## src/rtl/lin_ab_pkg.sv

```systemverilog
// Shared types of the LIN autobaud synchronizer.
// Assumes: nothing beyond a single clock domain for its users.
package lin_ab_pkg;

    // Measurement phases of the synchronizer controller.
    typedef enum logic [1:0] {
        ST_IDLE  = 2'd0,
        ST_ARMED = 2'd1,
        ST_MEAS  = 2'd2,
        ST_STOP  = 2'd3
    } ab_state_t;

endpackage

```

## src/rtl/lin_ab_rxsync.sv

```systemverilog
// Receive-line conditioner: brings the asynchronous line into the clock
// domain through a flop chain and flags each high-to-low transition of
// the synchronized value for one cycle.
// Assumes: line idles high (recessive); reset state reflects that.
module lin_ab_rxsync #(
    parameter int STAGES = 2
) (
    input  logic clk,
    input  logic rst_n,
    input  logic rx_i,
    output logic rx_o,
    output logic fall_o
);

    logic [STAGES-1:0] sync_q;
    logic              prev_q;

    // Synchronizer chain plus one history flop for edge detection.
    always_ff @(posedge clk) begin
        if (!rst_n) begin
            sync_q <= '1;
            prev_q <= 1'b1;
        end else begin
            sync_q <= {sync_q[STAGES-2:0], rx_i};
            prev_q <= sync_q[STAGES-1];
        end
    end

    // Synchronized level and falling-edge pulse.
    always_comb begin
        rx_o   = sync_q[STAGES-1];
        fall_o = prev_q & ~sync_q[STAGES-1];
    end

endmodule

```

## src/rtl/lin_ab_timer.sv

```systemverilog
// Interval counter of the synchronizer: clears on request, counts up on
// request and keeps a sticky flag once it has wrapped past its width.
// Assumes: clear has priority over increment.
module lin_ab_timer #(
    parameter int CNT_W = 19
) (
    input  logic             clk,
    input  logic             rst_n,
    input  logic             clr_i,
    input  logic             inc_i,
    output logic [CNT_W-1:0] cnt_o,
    output logic             ovf_o
);

    logic [CNT_W:0] nxt;

    // Widened next value so the carry out is visible.
    always_comb nxt = {1'b0, cnt_o} + 1'b1;

    // Counter and sticky wrap flag.
    always_ff @(posedge clk) begin
        if (!rst_n) begin
            cnt_o <= '0;
            ovf_o <= 1'b0;
        end else if (clr_i) begin
            cnt_o <= '0;
            ovf_o <= 1'b0;
        end else if (inc_i) begin
            cnt_o <= nxt[CNT_W-1:0];
            ovf_o <= ovf_o | nxt[CNT_W];
        end
    end

    AST_CLEAR_RESTARTS: assert property (@(posedge clk) disable iff (!rst_n)
        clr_i |=> (cnt_o == '0 && !ovf_o));
    AST_OVF_STICKY: assert property (@(posedge clk) disable iff (!rst_n)
        (ovf_o && !clr_i) |=> ovf_o);

endmodule

```

## src/rtl/lin_ab_fsm.sv

```systemverilog
// Synchronizer controller. Arms on a break flag, starts timing at the next
// falling edge, captures the count at the last falling edge of the 0x55
// field, then samples the stop bit 1.5 bit times later and either commits
// the capture or raises the error flag.
// Assumes: the timer clears on tmr_clr_o and counts on tmr_inc_o.
module lin_ab_fsm
    import lin_ab_pkg::*;
#(
    parameter int CNT_W  = 19,
    parameter int FRAC_W = 3
) (
    input  logic             clk,
    input  logic             rst_n,
    input  logic             run_i,
    input  logic             brk_i,
    input  logic             rx_i,
    input  logic             fall_i,
    input  logic [CNT_W-1:0] cnt_i,
    input  logic             cnt_ovf_i,
    output logic             tmr_clr_o,
    output logic             tmr_inc_o,
    output logic             commit_o,
    output logic [CNT_W-1:0] cap_o,
    output logic             err_o
);

    localparam int SYNC_FALLS = (1 << FRAC_W) / 2;
    localparam int EDGE_W     = $clog2(SYNC_FALLS);
    localparam logic [EDGE_W-1:0] LAST_EDGE = EDGE_W'(SYNC_FALLS - 1);

    ab_state_t         state_q, state_d;
    logic [EDGE_W-1:0] edges_q;
    logic [CNT_W:0]    cap_full;
    logic              cap_ovf;
    logic [CNT_W-1:0]  target;
    logic              start, capture, fail;

    // Count including the current cycle, and its overflow.
    always_comb begin
        cap_full = {1'b0, cnt_i} + 1'b1;
        cap_ovf  = cnt_ovf_i | cap_full[CNT_W];
    end

    // Stop-bit sample point: one and a half bit times after the capture.
    always_comb target = (cap_o >> FRAC_W) + (cap_o >> (FRAC_W + 1));

    // Next-state and timer control.
    always_comb begin
        state_d   = state_q;
        tmr_clr_o = 1'b0;
        tmr_inc_o = 1'b0;
        commit_o  = 1'b0;
        start     = 1'b0;
        capture   = 1'b0;
        fail      = 1'b0;
        if (!run_i) begin
            state_d = ST_IDLE;
        end else begin
            case (state_q)
                ST_IDLE: begin
                    if (brk_i) state_d = ST_ARMED;
                end
                ST_ARMED: begin
                    if (fall_i) begin
                        start     = 1'b1;
                        tmr_clr_o = 1'b1;
                        state_d   = ST_MEAS;
                    end
                end
                ST_MEAS: begin
                    tmr_inc_o = 1'b1;
                    if (fall_i && edges_q == LAST_EDGE) begin
                        tmr_clr_o = 1'b1;
                        capture   = 1'b1;
                        if (cap_ovf) begin
                            fail    = 1'b1;
                            state_d = ST_IDLE;
                        end else begin
                            state_d = ST_STOP;
                        end
                    end
                end
                ST_STOP: begin
                    tmr_inc_o = 1'b1;
                    if (cnt_i == target) begin
                        if (rx_i) commit_o = 1'b1;
                        else      fail     = 1'b1;
                        state_d = ST_IDLE;
                    end
                end
                default: state_d = ST_IDLE;
            endcase
        end
    end

    // State, edge tally, captured count and error flag.
    always_ff @(posedge clk) begin
        if (!rst_n) begin
            state_q <= ST_IDLE;
            edges_q <= '0;
            cap_o   <= '0;
            err_o   <= 1'b0;
        end else begin
            state_q <= state_d;
            if (start)
                edges_q <= '0;
            else if (state_q == ST_MEAS && fall_i)
                edges_q <= edges_q + 1'b1;
            if (capture) cap_o <= cap_full[CNT_W-1:0];
            if (start)     err_o <= 1'b0;
            else if (fail) err_o <= 1'b1;
        end
    end

    AST_IDLE_WHEN_OFF: assert property (@(posedge clk) disable iff (!rst_n)
        !run_i |=> (state_q == ST_IDLE));
    AST_ARM_NEEDS_BREAK: assert property (@(posedge clk) disable iff (!rst_n)
        (state_q == ST_IDLE && !brk_i) |=> (state_q == ST_IDLE));
    AST_ERR_HOLDS: assert property (@(posedge clk) disable iff (!rst_n)
        (err_o && !(state_q == ST_ARMED && fall_i && run_i)) |=> err_o);

endmodule

```

## src/rtl/lin_ab_ratereg.sv

```systemverilog
// Baud-rate register: holds the divider and fraction in use, loads both
// from the captured count on commit and flags the load for one cycle.
// Assumes: commit is never asserted on two consecutive cycles.
module lin_ab_ratereg #(
    parameter int CNT_W     = 19,
    parameter int FRAC_W    = 3,
    parameter int INIT_DIV  = 1,
    parameter int INIT_FRAC = 0
) (
    input  logic                    clk,
    input  logic                    rst_n,
    input  logic                    commit_i,
    input  logic [CNT_W-1:0]        cap_i,
    output logic [CNT_W-FRAC_W-1:0] div_o,
    output logic [FRAC_W-1:0]       frac_o,
    output logic                    load_o
);

    localparam int DIV_W = CNT_W - FRAC_W;

    // Register update: upper bits to divider, lower bits to fraction.
    always_ff @(posedge clk) begin
        if (!rst_n) begin
            div_o  <= DIV_W'(INIT_DIV);
            frac_o <= FRAC_W'(INIT_FRAC);
            load_o <= 1'b0;
        end else begin
            load_o <= commit_i;
            if (commit_i) begin
                div_o  <= cap_i[CNT_W-1:FRAC_W];
                frac_o <= cap_i[FRAC_W-1:0];
            end
        end
    end

    AST_HOLD_UNTIL_LOAD: assert property (@(posedge clk) disable iff (!rst_n)
        (div_o != $past(div_o) || frac_o != $past(frac_o)) |-> load_o);
    AST_LOAD_PULSE: assert property (@(posedge clk) disable iff (!rst_n)
        load_o |=> !load_o);

endmodule

```

## src/rtl/lin_autobaud.sv

```systemverilog
// LIN slave autobaud synchronizer top: conditions the receive line, times
// the synchronization byte and updates the divider/fraction register.
// Assumes: clk is the receiver sampling clock; brk_det_i comes from a
// break detector in the same clock domain.
module lin_autobaud #(
    parameter  int CNT_W     = 19,
    parameter  int INIT_DIV  = 16,
    parameter  int INIT_FRAC = 0,
    localparam int FRAC_W    = 3,
    localparam int DIV_W     = CNT_W - FRAC_W
) (
    input  logic             clk,
    input  logic             rst_n,
    input  logic             enable_i,
    input  logic             slave_i,
    input  logic             rxd_i,
    input  logic             brk_det_i,
    output logic [DIV_W-1:0] div_o,
    output logic [2:0]       frac_o,
    output logic             load_o,
    output logic             sync_err_o
);

    logic             run, rx_s, fall;
    logic             tmr_clr, tmr_inc, tmr_ovf, commit;
    logic [CNT_W-1:0] tmr_cnt, cap;

    // Synchronization runs only as an enabled slave.
    always_comb run = enable_i & slave_i;

    lin_ab_rxsync #(.STAGES(2)) u_rxsync (
        .clk    (clk),
        .rst_n  (rst_n),
        .rx_i   (rxd_i),
        .rx_o   (rx_s),
        .fall_o (fall)
    );

    lin_ab_timer #(.CNT_W(CNT_W)) u_timer (
        .clk   (clk),
        .rst_n (rst_n),
        .clr_i (tmr_clr),
        .inc_i (tmr_inc),
        .cnt_o (tmr_cnt),
        .ovf_o (tmr_ovf)
    );

    lin_ab_fsm #(.CNT_W(CNT_W), .FRAC_W(FRAC_W)) u_fsm (
        .clk       (clk),
        .rst_n     (rst_n),
        .run_i     (run),
        .brk_i     (brk_det_i),
        .rx_i      (rx_s),
        .fall_i    (fall),
        .cnt_i     (tmr_cnt),
        .cnt_ovf_i (tmr_ovf),
        .tmr_clr_o (tmr_clr),
        .tmr_inc_o (tmr_inc),
        .commit_o  (commit),
        .cap_o     (cap),
        .err_o     (sync_err_o)
    );

    lin_ab_ratereg #(
        .CNT_W     (CNT_W),
        .FRAC_W    (FRAC_W),
        .INIT_DIV  (INIT_DIV),
        .INIT_FRAC (INIT_FRAC)
    ) u_ratereg (
        .clk      (clk),
        .rst_n    (rst_n),
        .commit_i (commit),
        .cap_i    (cap),
        .div_o    (div_o),
        .frac_o   (frac_o),
        .load_o   (load_o)
    );

endmodule

```

## config.mk

```make
export PLATFORM = sky130hd
export DESIGN_NAME = lin_autobaud
export DESIGN_NICKNAME = d
export VERILOG_FILES = /design/src/rtl/lin_ab_pkg.sv /design/src/rtl/lin_ab_rxsync.sv /design/src/rtl/lin_ab_timer.sv /design/src/rtl/lin_ab_fsm.sv /design/src/rtl/lin_ab_ratereg.sv /design/src/rtl/lin_autobaud.sv
export SDC_FILE = /design/constraint.sdc
export NUM_CORES = 1
export LEC_CHECK = 0
export ABC_AREA = 1
export BUFFER_PORTS_ARGS = -buffer_cell sky130_fd_sc_hd__buf_2
export CORE_MARGIN = 2
export CORE_UTILIZATION = 56
export DETAILED_ROUTE_END_ITERATION = 8
export PLACE_DENSITY = 0.81
export SYNTH_ARGS = -nofsm -noshare
export SYNTH_HDL_FRONTEND = slang
export SYNTH_SLANG_ARGS = --single-unit
export TNS_END_PERCENT = 5
```

## constraint.sdc

```tcl
create_clock -name clk -period 2.33 [get_ports clk]
set_input_delay 0.1165 -clock clk [delete_from_list [all_inputs] [get_ports clk]]
set_output_delay 0.1165 -clock clk [all_outputs]
set_load 0.05 [all_outputs]
```

# After elaboration in Yosys (flattened, before gate mapping)
# Cells that the tools add are included.
# totals
latchBits	0
elab_cells	62
ramBits	0
n_memories	0
regBits	67
out_inout_bits	21
in_bits	6
romBits	0
# op_classes
order_cmp	0
n_bitwise	5
eq_ne	9
div	0
n_mul	0
n_shift	0
n_mux	26
n_reduce_logical	8
n_addsub	3
# ops
cell	count
adder 19 x 1 -> 20 bit, second input constant	1
== test 19 bit	1
2-to-1 mux 1 bit	18
adder 16 x 15 -> 17 bit	1
2-to-1 mux 2 bit	5
one-hot mux 2 bit (4 select lines)	1
== test 2 bit, second input constant	3
!= test 2 x 1 -> 1 bit, second input constant	3
OR reduction 2 bit	3
one-hot mux 1 bit (2 select lines)	2
AND reduction 4 bit	1
adder 2 x 1 -> 2 bit, second input constant	1
bitwise AND 1 bit	2
== test 2 x 1 -> 1 bit, second input constant	1
logical AND 1 bit	2
zero test 2 bit	1
!= test 2 bit, second input constant	1
inverter 1 bit	2
AND reduction 2 bit	1
bitwise OR 1 bit	1

# Longest topological paths before layout
# Gate-level depths: netlist (run 1).
# logic_depth
ltp_word	7
ltp_mapped	20
mapped_depth_nobuf	19

# By module
# From an unflattened synthesis (run 1), not the netlist that was laid out.
# hier_totals
hier_cells	741
hier_area_um2	4630.7
# by_module_without_submodules
module	area_each_um2	seq_area_each_um2	cells_each	n_inst
lin_ab_fsm	2646.3	480.5	442	1
lin_ab_timer	1086.0	400.4	164	1
lin_ab_ratereg	800.8	400.4	122	1
lin_ab_rxsync	90.1	60.1	11	1
lin_autobaud	7.5	0.0	2	1

# Worst setup path before layout (run 1)
# No wires, ideal clock.
# synth_timing
path_type	reg-to-reg
startpoint	register u_fsm.cap_o[4]
endpoint	register u_ratereg.div_o[1]
slack_ps	-122
synth_period_minus_slack_ps	2452
n_path_buf	1
required_ps	2217
stages_incl_launch_ff	18
arrival_time_ps	2339
setup_time_ps	113
cell_sequence	dfxtp_1 > ha_1 > fa_1 > nand3_1 > nand3_1 > nand2_1 > nand2_1 > nand3_1 > nand2_1 > nand2_1 > nand2_1 > nor2_1 > nand4_2 > inv_2 > nand2_4 > buf_6 > o21ai_1 > nor2_1
# synth_between
elab_chain_cells	5
# synth_rtl
element	line_no	text
start, declared	lin_ab_fsm.sv:23	output logic [CNT_W-1:0] cap_o,
start signal, assigned	lin_ab_fsm.sv:109	if (capture) cap_o <= cap_full[CNT_W-1:0];
adder 16 x 15 -> 17 bit	lin_ab_fsm.sv:45	always_comb target = (cap_o >> FRAC_W) + (cap_o >> (FRAC_W + 1));
== test 19 bit	lin_ab_fsm.sv:85	if (cnt_i == target) begin
2-to-1 mux 1 bit	lin_ab_fsm.sv:85	
2-to-1 mux 1 bit	lin_ab_fsm.sv:59	case (state_q)
2-to-1 mux 1 bit	lin_ab_fsm.sv:56	if (!run_i) begin
end signal, assigned	lin_ab_ratereg.sv:24	div_o <= DIV_W'(INIT_DIV);
end signal, assigned	lin_ab_ratereg.sv:30	div_o <= cap_i[CNT_W-1:FRAC_W];
end, declared	lin_ab_ratereg.sv:14	output logic [CNT_W-FRAC_W-1:0] div_o,
# Parallel ways exist; a longest one is shown, timed or not.
# A chain may end at the register's enable or synchronous reset.

# Final worst setup path (run 1)
# layout_timing
startpoint	register u_fsm.cap_o[14]
endpoint	register u_ratereg.div_o[15]
# layout_between
elab_chain_cells	5
# layout_rtl
element	line_no
adder 16 x 15 -> 17 bit	lin_ab_fsm.sv:45
== test 19 bit	lin_ab_fsm.sv:85
2-to-1 mux 1 bit	lin_ab_fsm.sv:85
2-to-1 mux 1 bit	lin_ab_fsm.sv:59
2-to-1 mux 1 bit	lin_ab_fsm.sv:56
# Every way passes these cells.

==> results of run 1 <==
[report_power, final]
part / internal (W) / leakage, nW / total (W) / switching, W
Combinational: 0.0000235 / 2.27 / 0.0000658 / 0.0000423
Clock: 0.000595 / 0.106 / 0.00106 / 0.000463
Sequential: 0.00115 / 0.542 / 0.00115 / 0.00000201
[final timing paths]
path | end | cells after the start
min reg2reg | u_rxsync.sync_q[1] | 1
min | u_rxsync.sync_q[1] | 3
max reg2reg | u_ratereg.div_o[15] | 15
max | u_ratereg.div_o[15] | 15
[sequential cells by signal (all words and copies together), names as in the netlist]
signal / count
u_fsm.edges_q: 2
u_fsm.err_o: 1
u_fsm.state_q: 2
u_fsm.cap_o: 19
u_timer.ovf_o: 1
u_ratereg.load_o: 1
u_timer.cnt_o: 19
u_ratereg.div_o: 16
u_rxsync.prev_q: 1
u_ratereg.frac_o: 3
u_rxsync.sync_q: 2
[per-layer routing]
layer	wire length, µm	track usage	up-vias
li1	-	-	2333
met1	5351	0.3757	2098
met2	5808	0.5243	156
met3	745	0.05452	42
met4	440	0.1409	0
met5	0	0	-
[cell type report]
class | count | area, µm² | area share
clock buffers | 10 | 127.6 | 0.02345
clock inverters | 5 | 78.83 | 0.01448
well taps | 102 | 127.6 | 0.02345
repair buffers | 95 | 650.6 | 0.1195
multi-input cells | 473 | 2571 | 0.4724
inverters | 142 | 538.0 | 0.09885
flip-flops and latches | 67 | 1349 | 0.2478
[synthesized netlist by cell type]
library cell,number
xor2_1,22
buf_2,1
a21oi_2,3
o21bai_1,1
clkbuf_1,13
inv_1,139
and2_1,2
a21oi_1,32
nand4_1,7
nor4_1,2
nand3b_1,1
o21ai_1,19
ha_1,22
nand4_2,1
nand2_2,2
a221oi_1,1
or2_2,2
o2111ai_1,1
o21ai_0,31
nor3_1,8
nor2_1,90
xnor2_1,10
a31oi_1,1
dfxtp_1,67
inv_2,2
nand3_1,45
clkinv_1,1
nand2_1,155
nor4_2,1
fa_1,1
buf_6,3
and3_1,2
a211oi_1,5
nor2_2,3
or2_0,1
nand2_4,1
[worst max-delay path: cells and delay by family (launching register included)]
kind | cells | cell delay, ns
adders and majority gates | 1 | 0.32
DFF | 1 | 0.44
buffers and inverters | 3 | 0.28
and+or+nand+nor | 8 | 0.85
AOI/OAI and AO/OA | 3 | 0.60
[cells by family after synthesis]
family / Yosys count
XOR/XNOR: 32
AO/OA/AOI/OAI: 94
AND/OR/NAND/NOR: 323
flip-flops: 67
adder cells (fa/ha/maj): 23
buffers and inverters: 159
[per-stage QoR]
stage | std cells | total power (W) | cell area, µm² | setup slack, ns
final | 894 | 0.002272 | 5443 | -0.2820
after detailed placement | 877 | 0.001234 | 5100 | -0.3917
after CTS | 894 | 0.002268 | 5405 | -0.2682
after global routing | 894 | 0.002321 | 5443 | -0.4796
after floorplan | 698 | 0.001213 | 4419 | -0.002824
after global placement | 877 | 0.001231 | 5100 | -0.2771
[repair_timing]
action | 4_1_cts | 5_1_grt
setup endpoints to repair | 23 | 30
buffers inserted | 0 | 0
gates cloned | 1 | 0
gates resized for setup | 17 | 9
endpoints found under the hold margin | 1 | 0
pin swaps | 1 | 1
hold buffers | 1 | 0
==> run_results.csv, run 1 <==
group,metric,value,unit
cts,cts_tree,"yes",
final_layout,area_growth,23.61,%
power,p_per_area,417.5,mW/mm²
cts,cts_inserted_buffers,9,
synthesis,synthSimpleGateAreaFrac,0.3089,
synthesis,yosysWarnings,0,
synthesis,synthTopCellsByArea,"dfxtp_1, nand2_1, inv_1",
critical_path,path_class,"flip-flop to flip-flop",
critical_path,cp.arrival,2.86,ns
critical_path,rrSetupSlack,-0.28,ns
synthesis,ys_ff_latch,67,
floorplanning,dieWidth,92.67,µm
global_route,grt_remaining_overflow,0,
synthesis,yosysUniqueCellTypes,36,
synthesis,yosysTopAreaCell,"dfxtp_1",
synthesis,synthXorXnorAreaFrac,0.06365,
timing,grt_setup_unrepaired,"true",
final_layout,final_common_cell,"nand2_1",
critical_path,path_common_cell,"nand2_1",
final_layout,final_util,0.7080,
timing,finalSetupViolCount,23,
critical_path,critPathLaunchType,"flip-flop",
drt,final_antenna_net_count,0,
timing,hold_viol_final,0,
floorplanning,initial_core_util,0.5728,
outcome,violations,"negative setup slack",
cts,clk_pin_slew,0.08,ns
synthesis,muxShareOfSynthArea,0,
synthesis,synth_nets,727,
final_layout,n_antenna_cell,0,
timing,min_period,2.612,ns
cts,numClockSinks,67,
timing,fin_crit_sh,1.121,
global_route,grt_pass1_wl,20.71,mm
floorplanning,rows,32,
synthesis,ys_seq_area_frac,0.3046,
drt,drc,0,
flow_run,max_cap_violations,0,
hold_path,min_from,"rst_n",
global_route,grt_usage,0.3067,
critical_path,startpoint,"u_fsm.cap_o[14]",
power,ir_drop,393.5,µV
timing,clock.fmax,0.3828,GHz
critical_path,crit_required,2.58,ns
placed_design,dp_hpwl,9.408,mm
global_route,grt_antenna_before_repair,0,
drt,vias,4629,
cts,cts.path.max_buffers,2,
synthesis,syn_inst,698,
timing,slew_viol_final,0,
final_layout,drive_above_1_share,0.1856,
outcome,outcome,"finished with violations",
drt,wl_per_cell,13.81,µm
critical_path,crit_path_top_delay_cell,"dfxtp_1",
timing,fin_ws,-0.2820,ns
global_route,grt_pass1_vias,4549,
hold_path,hold_class,"primary input to flip-flop",
floorplanning,ioPinCount,27,
floorplanning,core,0.007687,mm²
synthesis,netlist_area,0.004403,mm²
power,p_leak,2.921,nW
drt,viasPerCell,5.178,
floorplanning,die_h,92.67,µm
drt,first_pass_iters,7,
final_layout,final.fill_count,644,
critical_path,end_kind,"flip-flop",
critical_path,worstPathCellList,"ha_1 -> nand2_1 -> inv_1 -> a21oi_2 -> inv_1 -> a21oi_1 -> nand3_1 -> nand2_1 -> nand2_1 -> nor2_2 -> nand4_2 -> clkinv_4 -> nand2_8 -> o21ai_2 -> nor2_1",
synthesis,syn_area_per_cell,6.308,µm²
timing,finalSetupTns,-5.660,ns
drt,first_iter_violations,248,
final_layout,nNetsFinal,817,
cts,clk-insertion-delay-late,0.35,ns
cts,h-tree-depth,3,
placed_design,routabilityCongestion,1.008,
cts,root_buffer,"clkbuf_8",
timing,tightest_slew,0.6790,ns
synthesis,synth_compound_area_frac,0.1148,
critical_path,critPathMaxStageDelay,0.44,ns
timing,finClkSkew,0.01035,ns
synthesis,synth_top_family_by_area,"simple AND/OR/NAND/NOR gates",
final_layout,final_cell_mix,"nand2_1, inv_1, nor2_1",
timing,slew_headroom,0.5468,
synthesis,yosysTopAreaCellShare,0.3046,
critical_path,cp_max_fo,19,
drt,wl,12.35,mm
placed_design,portBuffers,26,
synthesis,synthAdderAreaFrac,0.06706,
timing,fin_hold_ws,0.2271,ns
floorplanning,die-area,0.008588,mm²
critical_path,reg2reg_from,"u_fsm.cap_o[14]",
global_route,grt_max_degree,31,
Power figures use the tool's default switching activity.
==> run 2: changes to the inputs <==
- SYNTH_HIERARCHICAL: default -> 1
==> run 2 against run 1 <==
The flow still finishes with violations (negative setup slack). Sequential power about the same. Via count is 2.3% higher. Combinational power down 15%. Synthesized cell count up 6.2%. First-iteration DRC count decreased by 10%. Routed wire length is 3.6% lower. Critical path depth grew 3. Critical path type unchanged. Critical endpoint is now u_fsm/state_q[0]. Highest routed layer unchanged.
==> run_results.csv, run 2 <==
group,metric,value,unit
floorplanning,die_h,94.94,µm
synthesis,synth-async-reset-ratio,0,
cts,cts.path.max_buffers,2,
critical_path,path_delay_family,"simple AND/OR/NAND/NOR gates",
final_layout,nNetsFinal,852,
power,swShare,0.2284,
critical_path,path_class,"flip-flop to flip-flop",
synthesis,yosysTopAreaCell,"dfxtp_1",
synthesis,netlist_area,0.004631,mm²
critical_path,crit_required,2.57,ns
timing,tightest_slew,0.5415,ns
floorplanning,initial_core_util,0.5693,
drt,vias,4737,
cts,numClockSinks,67,
floorplanning,core,0.008134,mm²
final_layout,seqCellArea,0.001345,mm²
global_route,grt_remaining_overflow,0,
synthesis,syn_inst,741,
outcome,outcome,"finished with violations",
power,power,0.002181,W
final_layout,final.fill_count,696,
global_route,grt_pass1_vias,4261,
floorplanning,die-area,0.009013,mm²
critical_path,critPathMaxStageDelay,0.37,ns
drt,wl,11.90,mm
cts,clk-insertion-delay-late,0.34,ns
placed_design,portBuffers,26,
global_route,grt_antenna_before_repair,0,
timing,hold_viol_final,0,
timing,fin_ws,-0.3021,ns
power,p_leak,2.813,nW
final_layout,multi_input_area,0.002808,mm²
critical_path,crit_buf_inv,2,
final_layout,top_regs,"u_fsm/cap_o (19), u_timer/cnt_o (19), u_ratereg/div_o (16)",
cts,cts_inserted_buffers,9,
timing,fin_crit_sh,1.130,
power,p_per_area,395.0,mW/mm²
final_layout,final_common_cell,"nand2_1",
power,clkPwrFrac,0.448,
flow_run,max_cap_violations,0,
power,ir_drop,458.3,µV
placed_design,routabilityCongestion,0.9771,
drt,drc,0,
drt,first_iter_violations,222,
cts,root_buffer,"clkbuf_8",
timing,grt_setup_unrepaired,"true",
critical_path,cp.arrival,2.87,ns
power,p_int,0.001683,W
synthesis,synthTopCellsByArea,"dfxtp_1, nand2_1, inv_1",
floorplanning,rows,33,
timing,finalSetupViolCount,23,
cts,post-cts-setup-buffers,0,
floorplanning,dieWidth,94.94,µm
timing,slew_headroom,0.6386,
synthesis,ys_ff_latch,67,
synthesis,synth_nets,771,
global_route,grt_pass1_wl,19.24,mm
final_layout,drive_above_1_share,0.1741,
timing,clock.fmax,0.3799,GHz
drt,viasPerCell,5.083,
synthesis,synth_common_cells,"nand2_1, inv_1, nor2_1, dfxtp_1, nand3_1",
power,combPwrFrac,0.026,
critical_path,cp_max_fo,4,
critical_path,critPathLaunchType,"flip-flop",
synthesis,yosysWarnings,6,
final_layout,n_antenna_cell,0,
placed_design,dp_hpwl,9.114,mm
power,seqPwrFrac,0.526,
floorplanning,ioPinCount,27,
synthesis,yosysUniqueCellTypes,38,
drt,final_antenna_net_count,0,
synthesis,syn_area_per_cell,6.249,µm²
timing,finClkSkew,0.004950,ns
cts,clk_pin_slew,0.07,ns
hold_path,hold_class,"primary input to flip-flop",
synthesis,ys_seq_area_frac,0.2897,
synthesis,yosysMostFrequentCell,"nand2_1",
timing,slew_viol_final,0,
synthesis,yosys_most_used_dff,"dfxtp_1",
drt,wl_per_cell,12.77,µm
final_layout,area_growth,19.21,%
critical_path,worstPathCellList,"ha_4 -> fa_2 -> buf_6 -> nand2_2 -> nand2_1 -> nand2_1 -> nand2_2 -> nor2_2 -> nand3_1 -> nor2_1 -> nand3_1 -> nor2_2 -> nand3_2 -> buf_4 -> o21ai_4 -> nand3_1 -> nor2_1 -> nor2_1",
synthesis,synth_edf_count,0,
drt,first_pass_iters,7,
global_route,grt_max_degree,40,
cts,cts_tree,"yes",
critical_path,rrSetupSlack,-0.30,ns
synthesis,yosysTopAreaCellShare,0.2897,
final_layout,final_cell_mix,"nand2_1, inv_1, nor2_1",
power,p_switching,0.0004980,W
global_route,grt_usage,0.2734,
cts,h-tree-depth,3,
critical_path,end_kind,"flip-flop",
critical_path,crit_path_top_delay_cell,"dfxtp_4",
timing,min_period,2.632,ns
outcome,violations,"negative setup slack",
timing,fin_hold_ws,0.1958,ns
[run 2: cell count changes after synthesis, sizes merged, moves of 4 or more]
| cell | delta |
|---|---|
| nand3b | +7 |
| a211oi | -4 |
| o21ai | -25 |
| nor2 | +36 |
| inv | -15 |
| nand2 | +54 |
| clkbuf | -8 |
[run 2: area by class of cell]
| class | count | share of cell area |
|---|---|---|
| Sequential cell | 67 | 0.2437 |
| Multi-Input combinational cell | 536 | 0.5086 |
| Tap cell | 105 | 0.02380 |
| Clock buffer | 11 | 0.02561 |
| Inverter | 126 | 0.08568 |
| Clock inverter | 5 | 0.009519 |
| Timing Repair Buffer | 82 | 0.1031 |
[run 2: repair_timing]
action / in CTS / in global routing
pin swaps: 1 / 0
hold buffers: 1 / 0
endpoints found under the setup margin: 23 / 23
resized for setup: 3 / 6
endpoints found under the hold margin: 1 / 0
[run 2: worst min-delay path, stage by stage]
cell	delay, ns
buf_2	0.09
nand2_1	0.05
inv_1	0.08
nand2_1	0.10
a21oi_2	0.05
[run 2: routing by layer]
layer  up-vias  GRT usage  part of all wire
li1       2442          -                 -
met1      2129     0.3482              0.45
met2       148     0.4604              0.47
met3        18    0.05188             0.057
met4         0    0.09783             0.027
met5         -          0                 0
[run 2: power by group through the flow]
stage	Combinational, W	Sequential (W)	Clock, W
2_1_floorplan	0.0000377	0.00117	0
3_3_place_gp	0.0000513	0.00117	0
3_5_place_dp	0.0000531	0.00117	0
4_1_cts	0.0000550	0.00115	0.000993
5_1_grt	0.0000620	0.00115	0.00104
6_report	0.0000559	0.00115	0.000977
[run 2: per-stage QoR]
step	util	TNS, ns	cell area (µm²)	instances	worst slack [ns]
3_5_place_dp	0.6497	-6.137	5285	915	-0.3027
3_3_place_gp	0.6497	-4.710	5285	915	-0.2623
6_report	0.6787	-6.285	5520	932	-0.3021
4_1_cts	0.6762	-6.064	5500	932	-0.2896
5_1_grt	0.6787	-11.59	5520	932	-0.5384
2_1_floorplan	-	-0.1440	4654	741	-0.01802
[run 2: path summary, 6_finish.rpt]
path                           start            endpoint  cells past startpoint
hold / removal               slave_i         u_fsm/err_o                      5
hold reg to reg   u_rxsync/sync_q[0]  u_rxsync/sync_q[1]                      2
setup reg to reg      u_fsm/cap_o[4]    u_fsm/state_q[0]                     18
setup / recovery      u_fsm/cap_o[4]    u_fsm/state_q[0]                     18
[run 2: kinds of logic (layout without fill, tap and decap cells)]
logic type	after synthesis	in the layout	synth area share
and+or+nand+nor	414	414	0.3918
buffers and inverters	138	224	0.1156
AOI/OAI and AO/OA	69	69	0.08160
DFF	67	67	0.2897
xor gates and xnor gates	29	29	0.05485
adders and majority gates	24	24	0.06647
==> run 3: changes to the inputs <==
- ABC_AREA: 1 -> default
- CORE_UTILIZATION: 56 -> 55
- PLACE_DENSITY: 0.81 -> 0.8
==> run 3 against run 2 <==
Critical endpoint is now u_ratereg/div_o[10]. Sequential share of layout area increased by 0.43 points. Largest cell class unchanged. Utilization increased by 6.1 points. Die area decreased by 7.0%. The run still ends with negative setup slack left. Worst setup slack got worse by 0.63 ns. Highest routed layer unchanged.
==> run_results.csv, run 3 <==
group,metric,value,unit
outcome,outcome,"finished with violations",
outcome,violations,"negative setup slack",
final_layout,n_antenna_cell,0,
final_layout,top_regs,"u_fsm/cap_o (19), u_timer/cnt_o (19), u_ratereg/div_o (16)",
final_layout,area_growth,28.52,%
final_layout,final_util,0.7392,
placed_design,routabilityCongestion,0.9210,
floorplanning,die-area,0.008383,mm²
drt,vias,4095,
synthesis,netlist_area,0.004217,mm²
flow_run,max_cap_violations,0,
placed_design,pre_cts_slack,-0.9021,ns
critical_path,critPathLaunchType,"flip-flop",
timing,finClkSkew,0.01014,ns
drt,first_iter_violations,259,
global_route,met2_usage,0.4822,
synthesis,synthTopCellsByArea,"dfxtp_1, ha_1, xnor2_1",
drt,wl_per_cell,16.76,µm
cts,root_buffer,"clkbuf_8",
power,p_leak,2.517,nW
drt,drc,0,
timing,slew_viol_final,0,
final_layout,final_common_cell,"buf_4",
hold_path,hold_class,"primary input to flip-flop",
synthesis,yosysTopAreaCell,"dfxtp_1",
synthesis,syn_inst,478,
global_route,grt_antenna_before_repair,0,
final_layout,drive_above_1_share,0.2841,
cts,h-tree-depth,3,
synthesis,yosysUniqueCellTypes,63,
synthesis,synth_nets,508,
global_route,grt_pass1_vias,3963,
floorplanning,die_h,91.56,µm
floorplanning,core,0.007331,mm²
synthesis,syn_area_per_cell,8.821,µm²
final_layout,final_cell_mix,"buf_4, dfxtp_1, nand2_1",
floorplanning,dieWidth,91.56,µm
drt,final_antenna_net_count,0,
final_layout,nNetsFinal,627,
synthesis,yosys_most_used_dff,"dfxtp_1",
drt,wl,11.75,mm
cts,cts_inserted_buffers,9,
timing,slew_headroom,0.6238,
global_route,busiest_layer,"met2",
timing,finalSetupTns,-20.20,ns
synthesis,synth_common_cells,"dfxtp_1, nand2_1, xnor2_1, a21oi_1, nor2_1",
timing,fin_crit_sh,1.400,
timing,clock.fmax,0.3066,GHz
critical_path,end_kind,"flip-flop",
cts,clk_pin_slew,0.08,ns
power,p_per_area,386.8,mW/mm²
global_route,grt_usage,0.2850,
power,ir_drop,250.3,µV
global_route,grt_use_met3,0.06556,
timing,tightest_slew,0.5584,ns
critical_path,cp_max_fo,10,
timing,hold_viol_final,0,
global_route,grt_remaining_overflow,0,
timing,finalSetupViolCount,23,
synthesis,yosysMostFrequentCell,"dfxtp_1",
placed_design,dp_hpwl,8.830,mm
global_route,met1_usage,0.3471,
critical_path,path_class,"flip-flop to flip-flop",
timing,fin_ws,-0.9319,ns
drt,first_pass_iters,5,
cts,numClockSinks,67,
synthesis,ys_ff_latch,67,
placed_design,portBuffers,26,
drt,viasPerCell,5.842,
cts,cts_tree,"yes",
synthesis,yosysWarnings,6,
critical_path,crit_required,2.58,ns
floorplanning,rows,31,
global_route,grt_pass1_wl,18.73,mm
synthesis,yosysTopAreaCellShare,0.3181,
critical_path,cp.arrival,3.51,ns
floorplanning,ioPinCount,27,
cts,cts.path.max_buffers,2,
floorplanning,initial_core_util,0.5752,
synthesis,ys_seq_area_frac,0.3181,
synthesis,synth_edf_count,0,
timing,grt_setup_unrepaired,"true",
cts,clk-insertion-delay-late,0.36,ns
synthesis,synth-async-reset-ratio,0,
global_route,grt_max_degree,39,
timing,min_period,3.262,ns
-- run 3: cell count changes after synthesis, sizes merged, moves of 18 or more --
cell	before	now
o211a	0	19
inv	126	13
nand3	45	23
nor2	129	24
nand2	212	44
xnor2	9	27
mux2i	0	20
nor2b	0	21
-- run 3: area by class of cell --
type | instances | area [µm²]
fillers | 533 | 1912
flip-flops and latches | 67 | 1344
clock inverters | 6 | 51.30
inverters | 13 | 48.80
well taps | 99 | 123.9
repair buffers | 125 | 918.4
clock buffers | 10 | 127.6
multi-input cells | 381 | 2805
-- run 3: worst paths after layout --
check | from | end | slack (ns) | cells past startpoint
setup / recovery | u_fsm/cap_o[4] | u_ratereg/div_o[10] | -0.93 | 13
hold / removal | rst_n | u_rxsync/sync_q[0] | 0.02 | 2
setup reg to reg | u_fsm/cap_o[4] | u_ratereg/div_o[10] | -0.93 | 13
hold reg to reg | u_rxsync/sync_q[0] | u_rxsync/sync_q[1] | 0.42 | 1
-- run 3: what timing repair did --
action / in CTS / in global routing
setup buffers: 0 / 0
setup endpoints to repair: 23 / 23
endpoints found under the hold margin: 1 / 0
pin swaps: 0 / 2
hold buffers: 1 / 0
resized for setup: 2 / 9
gates cloned: 0 / 1
-- run 3: layer usage --
metal	wire, µm	share of wire
met1	4975	0.42
met2	5673	0.48
met3	731	0.062
met4	368	0.031
met5	0	0
-- run 3: power by group --
| part | leakage, nW | total (W) | switching [W] | internal, W |
|---|---|---|---|---|
| clock network | 0.0806 | 0.000895 | 0.000499 | 0.000396 |
| logic | 1.89 | 0.0000521 | 0.0000306 | 0.0000215 |
| registers | 0.541 | 0.00115 | 0.00000206 | 0.00115 |
| total | 2.52 | 0.00210 | 0.000531 | 0.00156 |
-- run 3: kinds of logic (layout without fill, tap and decap cells) --
family	Yosys count	after routing	synth area share
AND/OR/NAND/NOR	188	188	0.2454
AO/OA/AOI/OAI	101	101	0.1834
flip-flops	67	67	0.3181
XOR/XNOR	47	47	0.09941
buffers and inverters	30	154	0.03056
adder cells (fa/ha/maj)	24	24	0.07300
multiplexers	21	21	0.05015
-- run 3: through the flow --
step           hold WS (ns)  std cells  cell area (µm²)  power (W)
2_1_floorplan        0.1895        478             4237   0.001209
3_3_place_gp         0.2955        683             5164   0.001223
3_5_place_dp         0.3050        683             5164   0.001225
4_1_cts             0.01038        700             5358   0.002109
5_1_grt             0.02616        701             5419   0.002174
6_report            0.02136        701             5419   0.002096
-- run 3: worst max-delay path, stage by stage, from the launching register on --
cell	delay (ns)
dfxtp_2	0.36
ha_4	0.16
fa_1	0.46
xor2_1	0.16
or4_4	0.43
a2111oi_2	0.22
nand4_1	0.18
nor4_4	0.19
nand2_1	0.10
nor4_2	0.22
and2_4	0.22
buf_12	0.16
mux2i_1	0.21
nor2b_1	0.08
